<file path="src/rtl/atx_pkg.sv">
package atx_pkg;

  typedef enum logic [1:0] {
    UK_FENCE = 2'd0,
    UK_LR    = 2'd1,
    UK_SC    = 2'd2,
    UK_AMO   = 2'd3
  } uop_kind_e;

  typedef struct packed {
    uop_kind_e kind;
    logic      first;
    logic      last;
    logic      barrier;
    logic      dcommit;
    logic      is_load;
    logic      is_store;
    logic      is_atomic;
  } uop_tag_t;

  // Slot template: a sequence is a contiguous window of these slots.
  localparam int NUM_SLOTS = 3;
  localparam int SLOT_W    = $clog2(NUM_SLOTS);
  localparam int SLOT_REL  = 0;
  localparam int SLOT_CORE = 1;
  localparam int SLOT_ACQ  = 2;

  function automatic uop_tag_t slot_tag(input int slot, input uop_kind_e core,
                                        input logic aq, input logic rl);
    uop_tag_t t;
    t = '0;
    if (slot == SLOT_REL) begin
      t.kind    = UK_FENCE;
      t.first   = 1'b1;
      t.barrier = 1'b1;
      t.dcommit = 1'b1;
    end else if (slot == SLOT_ACQ) begin
      t.kind    = UK_FENCE;
      t.last    = 1'b1;
      t.barrier = 1'b1;
    end else begin
      t.kind      = core;
      t.first     = ~rl;
      t.last      = ~aq;
      t.dcommit   = aq;
      t.is_load   = (core == UK_LR);
      t.is_store  = (core == UK_SC);
      t.is_atomic = (core == UK_AMO);
    end
    return t;
  endfunction

endpackage

</file>
<file path="src/rtl/atx_slot_plan.sv">
module atx_slot_plan
  import atx_pkg::*;
(
  input  uop_kind_e         core_kind,
  input  logic              aq,
  input  logic              rl,
  input  logic [SLOT_W-1:0] slot,
  output uop_tag_t          tag,
  output logic [SLOT_W-1:0] end_slot
);

  uop_tag_t tags [NUM_SLOTS];

  for (genvar s = 0; s < NUM_SLOTS; s++) begin : g_slot
    assign tags[s] = slot_tag(s, core_kind, aq, rl);
  end

  always_comb begin
    tag = tags[SLOT_CORE];
    for (int s = 0; s < NUM_SLOTS; s++) begin
      if (slot == SLOT_W'(s)) tag = tags[s];
    end
  end

  assign end_slot = aq ? SLOT_W'(SLOT_ACQ) : SLOT_W'(SLOT_CORE);

endmodule

</file>
<file path="src/rtl/atx_seq.sv">
module atx_seq
  import atx_pkg::*;
#(
  parameter int PAYLOAD_W = 8
) (
  input  logic                 clk,
  input  logic                 rst_n,
  input  logic                 in_valid,
  output logic                 in_ready,
  input  logic [1:0]           in_kind,
  input  logic                 in_aq,
  input  logic                 in_rl,
  input  logic [PAYLOAD_W-1:0] in_payload,
  input  logic                 out_ready,
  input  logic [SLOT_W-1:0]    end_slot,
  output logic                 busy,
  output logic [SLOT_W-1:0]    slot,
  output uop_kind_e            kind_q,
  output logic                 aq_q,
  output logic                 rl_q,
  output logic [PAYLOAD_W-1:0] pay_q
);

  logic hs_out, at_end, seq_done, take;

  assign hs_out   = busy & out_ready;
  assign at_end   = (slot == end_slot);
  assign seq_done = hs_out & at_end;
  assign in_ready = ~busy | seq_done;
  assign take     = in_valid & in_ready;

  always_ff @(posedge clk) begin
    if (!rst_n) begin
      busy   <= 1'b0;
      slot   <= SLOT_W'(SLOT_CORE);
      kind_q <= UK_FENCE;
      aq_q   <= 1'b0;
      rl_q   <= 1'b0;
      pay_q  <= '0;
    end else if (take) begin
      busy   <= 1'b1;
      slot   <= in_rl ? SLOT_W'(SLOT_REL) : SLOT_W'(SLOT_CORE);
      kind_q <= uop_kind_e'(in_kind);
      aq_q   <= in_aq;
      rl_q   <= in_rl;
      pay_q  <= in_payload;
    end else if (seq_done) begin
      busy <= 1'b0;
    end else if (hs_out) begin
      slot <= slot + SLOT_W'(1);
    end
  end

  // a stalled micro-op keeps its slot and payload
  a_r8_hold_state: assert property (@(posedge clk) disable iff (!rst_n)
    (busy && !out_ready) |=> (busy && $stable(slot) && $stable(pay_q)));

  // nothing is captured while input is refused
  a_r10_refused_no_capture: assert property (@(posedge clk) disable iff (!rst_n)
    (busy && !out_ready) |=> ($stable(kind_q) && $stable(aq_q) && $stable(rl_q)));

endmodule

</file>
<file path="src/rtl/atx_expander.sv">
module atx_expander
  import atx_pkg::*;
#(
  parameter int PAYLOAD_W = 8
) (
  input  logic                 clk,
  input  logic                 rst_n,
  input  logic                 in_valid,
  output logic                 in_ready,
  input  logic [1:0]           in_kind,
  input  logic                 in_aq,
  input  logic                 in_rl,
  input  logic [PAYLOAD_W-1:0] in_payload,
  output logic                 out_valid,
  input  logic                 out_ready,
  output logic [1:0]           out_kind,
  output logic                 out_first,
  output logic                 out_last,
  output logic                 out_barrier,
  output logic                 out_dcommit,
  output logic                 out_load,
  output logic                 out_store,
  output logic                 out_atomic,
  output logic [PAYLOAD_W-1:0] out_payload
);

  logic              busy, aq_q, rl_q;
  logic [SLOT_W-1:0] slot, end_slot;
  uop_kind_e         kind_q;
  uop_tag_t          tag;

  atx_seq #(.PAYLOAD_W(PAYLOAD_W)) u_seq (
    .clk       (clk),
    .rst_n     (rst_n),
    .in_valid  (in_valid),
    .in_ready  (in_ready),
    .in_kind   (in_kind),
    .in_aq     (in_aq),
    .in_rl     (in_rl),
    .in_payload(in_payload),
    .out_ready (out_ready),
    .end_slot  (end_slot),
    .busy      (busy),
    .slot      (slot),
    .kind_q    (kind_q),
    .aq_q      (aq_q),
    .rl_q      (rl_q),
    .pay_q     (out_payload)
  );

  atx_slot_plan u_plan (
    .core_kind(kind_q),
    .aq       (aq_q),
    .rl       (rl_q),
    .slot     (slot),
    .tag      (tag),
    .end_slot (end_slot)
  );

  assign out_valid   = busy;
  assign out_kind    = tag.kind;
  assign out_first   = tag.first;
  assign out_last    = tag.last;
  assign out_barrier = tag.barrier;
  assign out_dcommit = tag.dcommit;
  assign out_load    = tag.is_load;
  assign out_store   = tag.is_store;
  assign out_atomic  = tag.is_atomic;

  // idle after reset
  a_r1_idle_after_reset: assert property (@(posedge clk)
    !rst_n |=> (!out_valid && in_ready));

  // input is taken while busy only on the last hand-off
  a_r9_accept_at_end: assert property (@(posedge clk) disable iff (!rst_n)
    (in_valid && in_ready && out_valid) |-> (out_ready && out_last));

  // a group ends cleanly when nothing new is taken
  a_r9_drain_to_idle: assert property (@(posedge clk) disable iff (!rst_n)
    (out_valid && out_ready && out_last && !(in_valid && in_ready)) |=> !out_valid);

  // after a non-last hand-off the group continues, not restarts
  a_r3_continue_group: assert property (@(posedge clk) disable iff (!rst_n)
    (out_valid && out_ready && !out_last) |=> (out_valid && !out_first));

  // read-modify-write core is atomic only
  a_r6_amo_class: assert property (@(posedge clk) disable iff (!rst_n)
    (out_valid && out_kind == 2'd3) |-> (out_atomic && !out_load && !out_store));

  // barriers are fences without access class
  a_r6_barrier_is_fence: assert property (@(posedge clk) disable iff (!rst_n)
    (out_valid && out_barrier) |-> (out_kind == 2'd0 && !out_load && !out_store && !out_atomic));

  // a delayed-commit core is never the end of its group
  a_r4_dcommit_not_last: assert property (@(posedge clk) disable iff (!rst_n)
    (out_valid && out_dcommit && !out_barrier) |-> !out_last);

  // outputs hold under back-pressure
  a_r8_out_stable: assert property (@(posedge clk) disable iff (!rst_n)
    (out_valid && !out_ready) |=> (out_valid && $stable(out_kind) && $stable(out_first)
      && $stable(out_last) && $stable(out_dcommit) && $stable(out_payload)));

endmodule

</file>
<file path="config.mk">
export PLATFORM = sky130hd
export DESIGN_NAME = atx_expander
export DESIGN_NICKNAME = d
export VERILOG_FILES = /design/src/rtl/atx_pkg.sv /design/src/rtl/atx_slot_plan.sv /design/src/rtl/atx_seq.sv /design/src/rtl/atx_expander.sv
export SDC_FILE = /design/constraint.sdc
export NUM_CORES = 1
export LEC_CHECK = 0
export BUFFER_PORTS_ARGS = -buffer_cell sky130_fd_sc_hd__buf_4
export CAP_MARGIN = 20
export CELL_PAD_IN_SITES_DETAIL_PLACEMENT = 0
export CELL_PAD_IN_SITES_GLOBAL_PLACEMENT = 2
export CORE_MARGIN = 2
export CORE_UTILIZATION = 23
export DETAILED_ROUTE_END_ITERATION = 12
export PLACE_DENSITY = 0.75
export SLEW_MARGIN = 0
export SYNTH_ARGS = -nofsm -noshare
export SYNTH_HDL_FRONTEND = slang
export SYNTH_SLANG_ARGS = --single-unit
</file>
<file path="constraint.sdc">
create_clock -name clk -period 1.3 [get_ports clk]
set_input_delay 0.26 -clock clk [delete_from_list [all_inputs] [get_ports clk]]
set_output_delay 0.26 -clock clk [all_outputs]
set_load 0.02 [all_outputs]
</file>
==> results.ini <==
[status]
outcome = finished, violations left
violations = setup timing

[synthesis]
synth.top_cell.area_share = 0.3571
synth_edf_count = 0
synthCells = 95
ys_seq_elements = 15
avgSynthCellArea_um2 = 8.851
async_flop_share = 0
ys_seq_area_frac = 0.3571
syn-cell-area_um2 = 840.8
yosysTopAreaCell = dfxtp_1
ys.warnings.count = 0
yosysMostFrequentCell = nand2_1
synth_commonest_cells = nand2_1 (26), dfxtp_1 (15), mux2i_1 (13)
ys_types = 25
synth_fp_nets = 115
synth.area.top_cells = dfxtp_1 (36%), mux2i_1 (15%), nand2_1 (12%)
synth_ff_type = dfxtp_1

[routing]
ant_nets = 0
routed_wl_um = 1980
wire_per_inst_um = 10.59
drc = 0
viasPerCell = 4.214
vias = 788
drtPass1Iterations = 3
drtIter0Drc = 37

[timing]
hold_viol_final = 0
setup_ws_ns = -0.3544
clock.fmax_ghz = 0.6045
setup_violations = 24
drv_slew = 0
worst_pin_slew_ns = 0.3137
rsz0062_at_grt = true
skew_ns = 0.004380
fin_crit_sh = 1.273
slew_headroom = 0.7909
fin_crit_ns = 1.654
final.setup.tns_ns = -4.766

[critical_path]
cp_data_required_time_ns = 1.04
crit_path_start_kind = register
startpoint = u_seq.slot[0]$_SDFFE_PN1P_
cp.arrival_ns = 1.39
path_max_fanout = 6
endpoint_kind = output port
path_class = reg -> out
r2r_start = u_seq.slot[0]$_SDFFE_PN1P_

[placement]
gp_congestion = 0.7310
dp_hpwl_um = 1477
io_buffers = 34

[clock_tree]
clk_pin_slew_ns = 0.09
cts_made_buffers = 3
clock_path_buffers = 2
root_buffer = clkbuf_4
clkSinkCount = 15
cts_tree = done
htree_levels = 1
cts_hold_buf = 0
insertion_delay_ns = 0.28

[global_route]
grt_pass1_vias = 766
overflow = 0
grt_pass1_wl_um = 3312
grt_max_degree = 15
antenna_found_initial = 0
grtUsageTotal = 0.1012

[power_and_ir_drop]
power.density_nw_per_um2 = 835.3
power.leakage_nw = 0.6554
total_power_mw = 1.180
ir_drop_mv = 0.4415

[floorplan]
fp.coreArea_um2 = 3416
die_area_um2 = 4155
placementRows = 21
initial_core_util = 0.2462
ios = 35
die_w_um = 64.46
die_h_um = 64.46

[min_path]
min_from = in_valid
hold_path.class = in -> reg

[cells_and_area]
synthToLayoutAreaGrowth_pct = 68.01
drive_above_1_share = 0.5248
fin_nets = 162
antenna_cells = 0

[flow_run]
cap_violations = 0

layout by cell type, fill, tap and decap left out, drive strengths merged:
cell type,count
a2111oi,1
a21boi,1
a21oi,3
a32oi,1
and2,2
and3,1
and3b,2
and4b,1
buf,47
clkbuf,4
dfxtp,15
ha,4
inv,9
mux2i,13
nand2,26
nand2b,1
nand3,1
nor2,1
nor4bb,1
o21ai,1
o22ai,1
o311ai,2
o31a,1
or2,1
or3,1
routing by layer:
| layer | track usage | wire length, µm |
|---|---|---|
| met1 | 0.1229 | 860 |
| met2 | 0.1797 | 991 |
| met3 | 0.01910 | 127 |
| met4 | 0.03191 | 0 |
| met5 | 0 | 0 |
per-stage QoR:
step	utilization	instance area, µm²	setup WS (ns)	hold slack, ns	instances
floorplan	-	882.1	-0.02265	0.3808	95
global placement	0.3645	1245	-0.07806	0.4484	180
detailed placement	0.3645	1245	-0.1095	0.4521	180
CTS	0.4084	1395	-0.3647	0.2180	187
global route	0.4136	1413	-0.4173	0.2215	187
finish	0.4136	1413	-0.3544	0.2252	187
sequential cells by signal, summed over array words and instances, names as in the netlist:
| name | count |
|---|---|
| u_seq.aq_q | 1 |
| u_seq.busy | 1 |
| u_seq.kind_q | 2 |
| u_seq.pay_q | 8 |
| u_seq.rl_q | 1 |
| u_seq.slot | 2 |
cell families (layout without fill, tap and decap cells):
group | Yosys count | count (layout) | share of synthesized area
AO/OA/AOI/OAI | 11 | 11 | 0.1101
adder cells (fa/ha/maj) | 4 | 4 | 0.05953
multiplexers | 13 | 13 | 0.1548
buffers and inverters | 14 | 60 | 0.08035
flip-flops | 15 | 15 | 0.3571
AND/OR/NAND/NOR | 38 | 38 | 0.2381
report_power, final:
part           total, mW  leakage, nW  internal (mW)  switching [mW]
clock              0.264       0.0150          0.119           0.145
sequential         0.520        0.125          0.490          0.0297
combinational      0.397        0.516          0.213           0.184
total               1.18        0.655          0.822           0.358
final timing paths:
path	endpoint	cells after the start	slack, ns
setup / recovery	in_ready	3	-0.35
hold / removal	u_seq.busy$_SDFFE_PN0P_	3	0.23
setup reg to reg	u_seq.pay_q[2]$_SDFFE_PN0P_	5	-0.16
hold reg to reg	u_seq.pay_q[1]$_SDFFE_PN0P_	2	0.46
worst max-delay path, stage by stage (launching register included):
cell	delay (ns)
dfxtp_4	0.42
and4b_4	0.22
or3_4	0.33
buf_6	0.14
timing repair:
| action | 4_1_cts | 5_1_grt |
|---|---|---|
| gates resized for setup | 21 | 4 |
| pin swaps | 5 | 0 |
| cloned | 0 | 0 |
| buffers inserted | 3 | 0 |
| setup endpoints to repair | 23 | 24 |
layout make-up:
type | instances | area (µm²)
Sequential cell | 15 | 309.0
Timing Repair Buffer | 47 | 410.4
Fill cell | 365 | 2003
Inverter | 9 | 41.29
Clock buffer | 4 | 26.28
Tap cell | 46 | 57.56
Multi-Input combinational cell | 66 | 568.0
(Power assumes the default switching activity.)
